[src/rtl/wdog_pkg.sv]
package wdog_pkg;

  localparam int unsigned BUS_W  = 16;
  localparam int unsigned CTRL_W = 8;
  localparam logic [7:0]  WR_KEY = 8'h5A;
  localparam logic [7:0]  RD_KEY = 8'h69;

  // Field order is software-visible; keep positions fixed.
  typedef struct packed {
    logic       hold;
    logic       nmi_fall;
    logic       nmi_mode;
    logic       intv_mode;
    logic       clr;
    logic       slow_src;
    logic [1:0] intv_sel;
  } ctrl_t;

endpackage

[src/rtl/wdog_rst_sync.sv]
module wdog_rst_sync #(
  parameter int unsigned STAGES = 2
) (
  input  logic clk,
  input  logic rst_n,
  output logic rst_no
);

  logic [STAGES-1:0] sync_q;
  logic [STAGES-1:0] sync_d;

  always_comb begin
    sync_d = {sync_q[STAGES-2:0], 1'b1};
  end

  always_ff @(posedge clk or negedge rst_n) begin
    if (!rst_n) sync_q <= '0;
    else        sync_q <= sync_d;
  end

  assign rst_no = sync_q[STAGES-1];

endmodule

[src/rtl/wdog_ctrl_reg.sv]
module wdog_ctrl_reg
  import wdog_pkg::*;
(
  input  logic             clk,
  input  logic             rst_n,
  input  logic             wr_i,
  input  logic [BUS_W-1:0] wdata_i,
  output ctrl_t            ctrl_o,
  output logic             clr_o,
  output logic             bad_key_o,
  output logic [BUS_W-1:0] rdata_o
);

  ctrl_t ctrl_q;
  ctrl_t ctrl_d;
  logic  key_ok;

  assign key_ok    = (wdata_i[BUS_W-1:CTRL_W] == WR_KEY);
  assign bad_key_o = wr_i & ~key_ok;
  assign clr_o     = wr_i & key_ok & wdata_i[3];

  always_comb begin
    ctrl_d = ctrl_q;
    if (wr_i && key_ok) begin
      ctrl_d     = ctrl_t'(wdata_i[CTRL_W-1:0]);
      ctrl_d.clr = 1'b0;
    end
  end

  always_ff @(posedge clk or negedge rst_n) begin
    if (!rst_n) ctrl_q <= '0;
    else        ctrl_q <= ctrl_d;
  end

  assign ctrl_o  = ctrl_q;
  assign rdata_o = {RD_KEY, ctrl_q};


  bad_key_keep_chk: assert property (@(posedge clk) disable iff (!rst_n)
    bad_key_o |=> $stable(ctrl_q));

endmodule

[src/rtl/wdog_count.sv]
module wdog_count #(
  parameter int unsigned CNT_W = 16,
  parameter int unsigned NTAPS = 4,
  parameter int unsigned TAP_IDX [NTAPS] = '{14, 12, 8, 5}
) (
  input  logic                     clk,
  input  logic                     rst_n,
  input  logic                     fast_tick_i,
  input  logic                     slow_tick_i,
  input  logic                     slow_src_i,
  input  logic                     hold_i,
  input  logic [$clog2(NTAPS)-1:0] sel_i,
  input  logic                     clr_i,
  input  logic                     flag_clr_i,
  output logic                     expire_o,
  output logic                     flag_o
);

  logic [CNT_W-1:0] cnt_q, cnt_d, cnt_inc;
  logic [NTAPS-1:0] tap_now, tap_next;
  logic             tick, inc_en, expire;
  logic             flag_q, flag_d;

  assign cnt_inc = cnt_q + 1'b1;

  for (genvar i = 0; i < NTAPS; i++) begin : g_tap
    if (TAP_IDX[i] >= CNT_W) begin : g_bad
      initial $error("tap index beyond counter width");
    end
    assign tap_now[i]  = cnt_q[TAP_IDX[i]];
    assign tap_next[i] = cnt_inc[TAP_IDX[i]];
  end

  always_comb begin
    tick   = slow_src_i ? slow_tick_i : fast_tick_i;
    inc_en = tick & ~hold_i;
    expire = inc_en & ~clr_i & tap_now[sel_i] & ~tap_next[sel_i];
    if (clr_i)       cnt_d = '0;
    else if (inc_en) cnt_d = cnt_inc;
    else             cnt_d = cnt_q;
    flag_d = expire | (flag_q & ~flag_clr_i);
  end

  always_ff @(posedge clk or negedge rst_n) begin
    if (!rst_n) begin
      cnt_q  <= '0;
      flag_q <= 1'b0;
    end else begin
      cnt_q  <= cnt_d;
      flag_q <= flag_d;
    end
  end

  assign expire_o = expire;
  assign flag_o   = flag_q;


  hold_stops_chk: assert property (@(posedge clk) disable iff (!rst_n)
    (hold_i && !clr_i) |=> $stable(cnt_q));


  clear_zero_chk: assert property (@(posedge clk) disable iff (!rst_n)
    clr_i |=> (cnt_q == '0));


  flag_set_chk: assert property (@(posedge clk) disable iff (!rst_n)
    expire |=> flag_q);


  flag_keep_chk: assert property (@(posedge clk) disable iff (!rst_n)
    (flag_q && !flag_clr_i) |=> flag_q);

endmodule

[src/rtl/wdog_pin.sv]
module wdog_pin (
  input  logic clk,
  input  logic rst_n,
  input  logic pin_i,
  input  logic nmi_mode_i,
  input  logic nmi_fall_i,
  output logic pin_rst_o,
  output logic nmi_evt_o
);

  logic lvl, lvl_q, evt_q, evt_d;

  // Polarity folded into the level so a polarity flip looks like an edge.
  assign lvl = pin_i ^ nmi_fall_i;

  always_comb begin
    evt_d = nmi_mode_i & lvl & ~lvl_q;
  end

  always_ff @(posedge clk or negedge rst_n) begin
    if (!rst_n) begin
      lvl_q <= 1'b0;
      evt_q <= 1'b0;
    end else begin
      lvl_q <= lvl;
      evt_q <= evt_d;
    end
  end

  assign pin_rst_o = ~nmi_mode_i & ~pin_i;
  assign nmi_evt_o = evt_q;


  nmi_mode_only_chk: assert property (@(posedge clk) disable iff (!rst_n)
    evt_q |-> $past(nmi_mode_i));

endmodule

[src/rtl/wdog_timer.sv]
module wdog_timer
  import wdog_pkg::*;
#(
  parameter int unsigned CNT_W       = 16,
  parameter int unsigned SYNC_STAGES = 2
) (
  input  logic             clk,
  input  logic             rst_n,
  input  logic             bus_wr,
  input  logic [BUS_W-1:0] bus_wdata,
  output logic [BUS_W-1:0] bus_rdata,
  input  logic             fast_tick,
  input  logic             slow_tick,
  input  logic             flag_clr,
  input  logic             ext_pin,
  output logic             expire_flag,
  output logic             sys_rst_req,
  output logic             pin_rst_req,
  output logic             nmi_evt
);

  logic  rst_int_n;
  ctrl_t ctrl;
  logic  clr_w, bad_key_w, expire_w;
  logic  rreq_q, rreq_d;

  wdog_rst_sync #(.STAGES(SYNC_STAGES)) u_sync (
    .clk    (clk),
    .rst_n  (rst_n),
    .rst_no (rst_int_n)
  );

  wdog_ctrl_reg u_reg (
    .clk       (clk),
    .rst_n     (rst_int_n),
    .wr_i      (bus_wr),
    .wdata_i   (bus_wdata),
    .ctrl_o    (ctrl),
    .clr_o     (clr_w),
    .bad_key_o (bad_key_w),
    .rdata_o   (bus_rdata)
  );

  wdog_count #(.CNT_W(CNT_W)) u_cnt (
    .clk         (clk),
    .rst_n       (rst_int_n),
    .fast_tick_i (fast_tick),
    .slow_tick_i (slow_tick),
    .slow_src_i  (ctrl.slow_src),
    .hold_i      (ctrl.hold),
    .sel_i       (ctrl.intv_sel),
    .clr_i       (clr_w),
    .flag_clr_i  (flag_clr),
    .expire_o    (expire_w),
    .flag_o      (expire_flag)
  );

  wdog_pin u_pin (
    .clk        (clk),
    .rst_n      (rst_int_n),
    .pin_i      (ext_pin),
    .nmi_mode_i (ctrl.nmi_mode),
    .nmi_fall_i (ctrl.nmi_fall),
    .pin_rst_o  (pin_rst_req),
    .nmi_evt_o  (nmi_evt)
  );

  always_comb begin
    rreq_d = bad_key_w | (expire_w & ~ctrl.intv_mode);
  end

  always_ff @(posedge clk or negedge rst_int_n) begin
    if (!rst_int_n) rreq_q <= 1'b0;
    else            rreq_q <= rreq_d;
  end

  assign sys_rst_req = rreq_q;


  intv_no_reset_chk: assert property (@(posedge clk) disable iff (!rst_int_n)
    (expire_w && ctrl.intv_mode && !bad_key_w) |=> !sys_rst_req);


  wd_reset_chk: assert property (@(posedge clk) disable iff (!rst_int_n)
    (expire_w && !ctrl.intv_mode) |=> (sys_rst_req && expire_flag));

endmodule

[config.mk]
export PLATFORM = sky130hd
export DESIGN_NAME = wdog_timer
export DESIGN_NICKNAME = d
export VERILOG_FILES = /design/src/rtl/wdog_pkg.sv /design/src/rtl/wdog_rst_sync.sv /design/src/rtl/wdog_ctrl_reg.sv /design/src/rtl/wdog_count.sv /design/src/rtl/wdog_pin.sv /design/src/rtl/wdog_timer.sv
export SDC_FILE = /design/constraint.sdc
export NUM_CORES = 1
export LEC_CHECK = 0
export CORE_MARGIN = 4
export CORE_UTILIZATION = 25
export DETAILED_ROUTE_END_ITERATION = 16
export HOLD_SLACK_MARGIN = 0.08
export MAX_ROUTING_LAYER = met4
export PLACE_DENSITY = 0.55
export SYNTH_ARGS = -nofsm -noshare
export SYNTH_HDL_FRONTEND = slang
export SYNTH_SLANG_ARGS = --single-unit
[constraint.sdc]
create_clock -name clk -period 0.9 [get_ports clk]
set_input_delay 0.09 -clock clk [delete_from_list [all_inputs] [get_ports clk]]
set_output_delay 0.09 -clock clk [all_outputs]
set_load 0.02 [all_outputs]
== Word level (Yosys, flattened, before mapping) ==
Index checks and enable logic that the tools add are counted.

* Register bits after elaboration: 29
* Input bits: 23
* Output and inout bits: 20
* Logic and storage cells: 48

* Add/subtract/negate cells: 1
* $lt $le $gt $ge: 1
* Equal/unequal tests: 1
* Multiplexer cells: 7
* Bitwise operators: 24
* Reduce and logical (&&, ||, !) cells: 2

{| class="wikitable"
|+ Operators with widths
! cell !! count
|-
| two-way mux 16 bit || 2
|-
| adder 16 x 1 -> 16 bit (second input constant) || 1
|-
| AND 1 bit || 12
|-
| NOT 1 bit || 9
|-
| equality test 8 x 7 -> 1 bit (second input constant) || 1
|-
| binary-select mux 1 bit (select 2 bit) || 2
|-
| < comparator 2 x 3 -> 1 bit (second input constant) || 1
|-
| two-way mux 1 bit || 3
|-
| bitwise OR 1 bit || 2
|-
| nonzero test 2 bit || 1
|-
| logical AND 1 bit || 1
|-
| bitwise XOR 1 bit || 1
|}

== Depth between registers and ports, before layout ==
* Depth after elaboration: 9
* Gate-level depth with buffers: 6
* Gate-level depth less buffers: 6

== Modules after synthesis ==
Synthesis repeated with hierarchy kept, for this count alone.

* Cells, all modules: 150
* Area total of the unflattened synthesis: 1566.5 um2

{| class="wikitable"
|+ By module, submodules not included
! module !! instances !! cells each !! area each (um2) !! seq. area each (um2)
|-
| wdog_count || 1 || 100 || 958.4 || 400.4
|-
| wdog_ctrl_reg || 1 || 39 || 446.7 || 175.2
|-
| wdog_pin || 1 || 5 || 71.3 || 50.0
|-
| wdog_rst_sync || 1 || 3 || 53.8 || 50.0
|-
| wdog_timer || 1 || 3 || 36.3 || 25.0
|}

== Worst setup path before layout ==
No wires, ideal clock.

* Kind: register to register
* Start: register u_reg.ctrl_q (netlist bit u_reg.ctrl_o[0])
* End: register u_cnt.flag_q, in the netlist u_cnt.flag_o
* Library setup time: 139 ps
* Data arrival time: 1488 ps
* Data required time: 761 ps
* Setup slack: -727 ps
* Stages on the path, launching flop included: 5
* Buffers on the path: 0
* Clock period less this slack: 1627 ps
* Path through: dfrtp_1 -> mux4_1 -> nor3b_2 -> o311ai_1 -> o32ai_1

* Word-level cells in the longest chain between the ends: 5
* Elaborated cells on any way between the ends: 8
* Classes of those cells: mux: 4; bitwise: 4

{| class="wikitable"
|+ RTL lines
! what !! RTL line !! source
|-
| from (decl) || wdog_ctrl_reg.sv:14 || <nowiki>ctrl_t ctrl_q;</nowiki>
|-
| from (signal assigned) || wdog_ctrl_reg.sv:32 || <nowiki>else ctrl_q <= ctrl_d;</nowiki>
|-
| binary-select mux 1 bit (select 2 bit) || wdog_count.sv:37 || <nowiki>expire = inc_en & ~clr_i & tap_now[sel_i] & ~tap_next[sel_i];</nowiki>
|-
| two-way mux 1 bit (implied by the code) || wdog_count.sv:37 ||
|-
| AND 1 bit or NOT 1 bit (tied branches) || wdog_count.sv:37 ||
|-
| AND 1 bit * || wdog_count.sv:37 ||
|-
| bitwise OR 1 bit * || wdog_count.sv:41 || <nowiki>flag_d = expire | (flag_q & ~flag_clr_i);</nowiki>
|-
| named net u_cnt.flag_d || wdog_count.sv:22 || <nowiki>logic flag_q, flag_d;</nowiki>
|-
| to (signal assigned) || wdog_count.sv:50 || <nowiki>flag_q <= flag_d;</nowiki>
|-
| to (decl) || wdog_count.sv:22 ||
|}

The timed path passes the listed nets; every way through them passes the cells marked *. The select of a mux whose other input is x is not followed.
A chain may end at the register's enable or synchronous reset.

== Worst setup path in the final report ==
* Start: register u_cnt.cnt_q[1]
* End: register rreq_q, in the netlist sys_rst_req

* Word-level cells in the longest chain between the ends: 7

{| class="wikitable"
|+ RTL lines
! what !! RTL line !! source
|-
| from (decl) || wdog_count.sv:19 || <nowiki>logic [CNT_W-1:0] cnt_q, cnt_d, cnt_inc;</nowiki>
|-
| from (signal assigned) || wdog_count.sv:49 || <nowiki>cnt_q <= cnt_d;</nowiki>
|-
| adder 16 x 1 -> 16 bit || wdog_count.sv:24 || <nowiki>assign cnt_inc = cnt_q + 1'b1;</nowiki>
|-
| binary-select mux 1 bit (select 2 bit) || wdog_count.sv:37 ||
|-
| two-way mux 1 bit (implied by the code) || wdog_count.sv:37 ||
|-
| NOT 1 bit || wdog_count.sv:37 ||
|-
| AND 1 bit || wdog_count.sv:37 ||
|-
| AND 1 bit || wdog_timer.sv:69 || <nowiki>rreq_d = bad_key_w | (expire_w & ~ctrl.intv_mode);</nowiki>
|-
| bitwise OR 1 bit || wdog_timer.sv:69 ||
|-
| named net rreq_d || wdog_timer.sv:25 || <nowiki>logic rreq_q, rreq_d;</nowiki>
|-
| to (signal assigned) || wdog_timer.sv:74 || <nowiki>else rreq_q <= rreq_d;</nowiki>
|-
| to (decl) || wdog_timer.sv:25 ||
|}

The timed path passes the listed nets, and every way through them passes these cells. The select of a mux whose other input is x is not followed.

==> results.py <==
metrics = {
    "run_status": {
        "violations": "negative setup slack",
        "status": "finished, violations left",
    },
    "clocking": {
        "tritoncts": "done",
        "clock_path_buffers": 2,
        "numClockSinks": 28,
        "htreeDepth": 1,
        "path_clk_slew_ps": 100,
        "clkLatencyLatePin_ps": 280,
        "numCtsBuffers": 3,
        "cts_root_buf": "clkbuf_8",
    },
    "setup_path": {
        "r2r_cells": 6,
        "crit_family": "simple AND/OR/NAND/NOR gates",
        "worstPathCellList": "ha_2, nand3_4, nor3_4, xor2_1, and3_4, o41ai_2",
        "cp-start-kind": "register",
        "crit_type": "reg -> reg",
        "cp_slowest_cell": "dfrtp_1",
        "rr_startpoint": "u_cnt.cnt_q[1]$_DFFE_PN0P_",
        "crit_end": "sys_rst_req$_DFF_PN0_",
        "cp_slowest_stage_delay_ps": 390,
        "crit_arrival_ps": 1780,
        "path_max_fanout": 6,
        "critPathLaunch": "u_cnt.cnt_q[1]$_DFFE_PN0P_",
        "critPathCaptureType": "register",
        "cp_num_cells": 6,
        "cp_num_buf_inv": 0,
        "r2r-end": "sys_rst_req$_DFF_PN0_",
        "required_ps": 1080,
        "reg2reg_slack_ps": -700,
    },
    "route": {
        "first_iter_violations": 10,
        "postRouteAntennaNets": 0,
        "vias_per_cell": 4.29,
        "routedWlPerCell_um": 12.2,
        "dr_total_vias": 1224,
        "drc": 0,
        "first_pass_iters": 2,
        "wirelength_mm": 3.48,
    },
    "synthesis": {
        "synth_simple_gate_area_frac": 0.219,
        "synth-seq-cells": 28,
        "yosysSeqAreaShare": 0.468,
        "async_flop_share": 1.00,
        "syn_inst": 140,
        "synthMuxAreaShare": 0.0769,
        "synth_compound_gate_area_share": 0.0393,
        "synth_top_area_share": 0.468,
        "synth-main-ff-cell": "dfrtp_1",
        "synth_area_um2": 1500,
        "synth_xor_area_frac": 0.105,
        "yosysTopAreaCell": "dfrtp_1",
        "synth_area_leaders": "dfrtp_1, buf_4, xor2_1",
        "synthDistinctLibCells": 34,
        "synth_top_family_by_area": "simple AND/OR/NAND/NOR gates",
        "synth.most_common_cell": "dfrtp_1",
        "post_synth_fa_ha_maj_area_fraction": 0.00835,
        "yosysWarnings": 0,
        "avgSynthCellArea_um2": 10.7,
        "synth_edf_count": 0,
        "netlist_top_cells_count": "dfrtp_1, nor2_1, buf_4",
    },
    "die": {
        "rows": 27,
        "die_height_um": 85.4,
        "dieArea_um2": 7290,
        "core_um2": 5640,
        "start_util": 0.265,
        "pin_count": 43,
        "dieWidth_um": 85.4,
    },
    "placement": {
        "hpwl_mm": 2.61,
        "place_congestion": 0.785,
        "placed_cell_area_um2": 2170,
        "port_buffers": 33,
    },
    "power": {
        "p_leak_nw": 1.13,
        "p_per_area_nw_per_um2": 1590,
        "ir_drop_v": 0.000750,
        "power_mw": 3.86,
    },
    "timing": {
        "fmax_mhz": 625,
        "skew_ps": 10.1,
        "final_max_slew_viol_count": 0,
        "setup_violations": 32,
        "fin_ws_ps": -700,
        "hold_viol_final": 0,
        "final.period_utilization": 1.78,
        "min_period_ps": 1600,
        "rsz0062_at_grt": "true",
    },
    "min_path": {
        "hold_class": "reg -> async",
    },
    "global_route": {
        "gr-usage-met2": 0.165,
        "use_met3": 0.0146,
        "grt_pass1_vias": 1226,
        "grt-ovfl-total": 0,
        "grt_pass1_wl_mm": 5.76,
        "grt_max_degree": 16,
        "antenna_found_initial": 0,
        "grt_busiest_layer": "met2",
        "grtUsageMet1": 0.130,
        "track_usage": 0.0988,
    },
    "layout": {
        "area_growth_pct": 62.4,
        "final_design_area_no_fill_um2": 2430,
        "antennaDiodeCount": 0,
        "drive_above_1_share": 0.479,
        "nets": 238,
    },
    "run": {
        "max_cap_violations": 0,
    },
}
how the worst min path moves through the flow:
stage	startpoint	endpoint	slack, ps	cells past startpoint
finish	u_sync.sync_q[1]$_DFF_PN0_	u_reg.ctrl_o[7]$_DFFE_PN0N_	200	1
global route	u_sync.sync_q[1]$_DFF_PN0_	u_reg.ctrl_o[7]$_DFFE_PN0N_	240	1
CTS	u_sync.sync_q[1]$_DFF_PN0_	u_reg.ctrl_o[7]$_DFFE_PN0N_	200	1
detailed placement	u_sync.sync_q[1]$_DFF_PN0_	u_reg.ctrl_o[6]$_DFFE_PN0N_	210	1
global placement	u_sync.sync_q[1]$_DFF_PN0_	u_reg.ctrl_o[6]$_DFFE_PN0N_	200	1
floorplan	rst_n	u_sync.sync_q[0]$_DFF_PN0_	-210	0
layout make-up:
class	instances	area, µm²
fill	536	3210
timing repair buffer	76	672
clock buffer	4	45.0
sequential	28	706
tap	72	90.1
multi-input combinational	102	908
inverter	3	11.3
registers in the layout (all words and copies together) (netlist names):
name	count
u_reg.ctrl_o	7
u_pin.nmi_evt_o	1
u_pin.lvl_q	1
sys_rst_req	1
u_sync.sync_q	2
u_cnt.cnt_q	15
u_cnt.flag_o	1
cell usage in the layout (no fill, tap or decap), types with 2 or more instances in the layout:
master	count
dfrtp_2	4
buf_4	33
conb_1	10
nor2_4	3
nor2_1	18
nand4_1	5
nor3_1	2
clkdlybuf4s50_1	13
buf_6	20
dfrtp_1	24
clkbuf_8	3
clkbuf_2	4
nand2_1	7
nor3_4	3
nand4bb_4	2
xor2_1	9
clkdlybuf4s15_1	2
mux2_4	7
inv_1	3
buf_2	2
nand3_1	3
xnor2_1	7
repair_timing:
| action | 4_1_cts | 5_1_grt |
|---|---|---|
| hold buffers | 1 | 0 |
| resized for setup | 105 | 17 |
| pin swaps | 15 | 15 |
| hold endpoints to repair | 2 | 0 |
| buffers inserted | 7 | 6 |
| setup endpoints to repair | 37 | 37 |
stage by stage:
step / cells / util / hold slack [ps] / setup WS, ps / TNS [ps]
2_1_floorplan: 148 / - / -206 / -565 / -6660
4_1_cts: 281 / 0.421 / 204 / -674 / -10110
6_report: 285 / 0.431 / 197 / -700 / -9800
5_1_grt: 285 / 0.431 / 241 / -763 / -11950
3_3_place_gp: 270 / 0.385 / 196 / -667 / -16280
3_5_place_dp: 270 / 0.385 / 207 / -681 / -16450
routing by layer:
metal / routed length [µm] / vias to the layer above
met5: 0 / -
met4: 0 / 0
li1: - / 602
met1: 1620 / 598
met2: 1760 / 24
met3: 108 / 0
logic make-up after synthesis:
kind of cell	count (synthesis)
mux	9
fa+ha+maj	1
simple gates	57
compound gates	7
xor+xnor	18
flops	28
buf+inv	18
other cells	2
power by group:
part,switching (mW),internal [mW]
Clock,0.404,0.318
Sequential,0.224,1.48
Combinational,0.630,0.803
Total,1.26,2.60
Note: power is estimated with default switching activity, not from simulation.
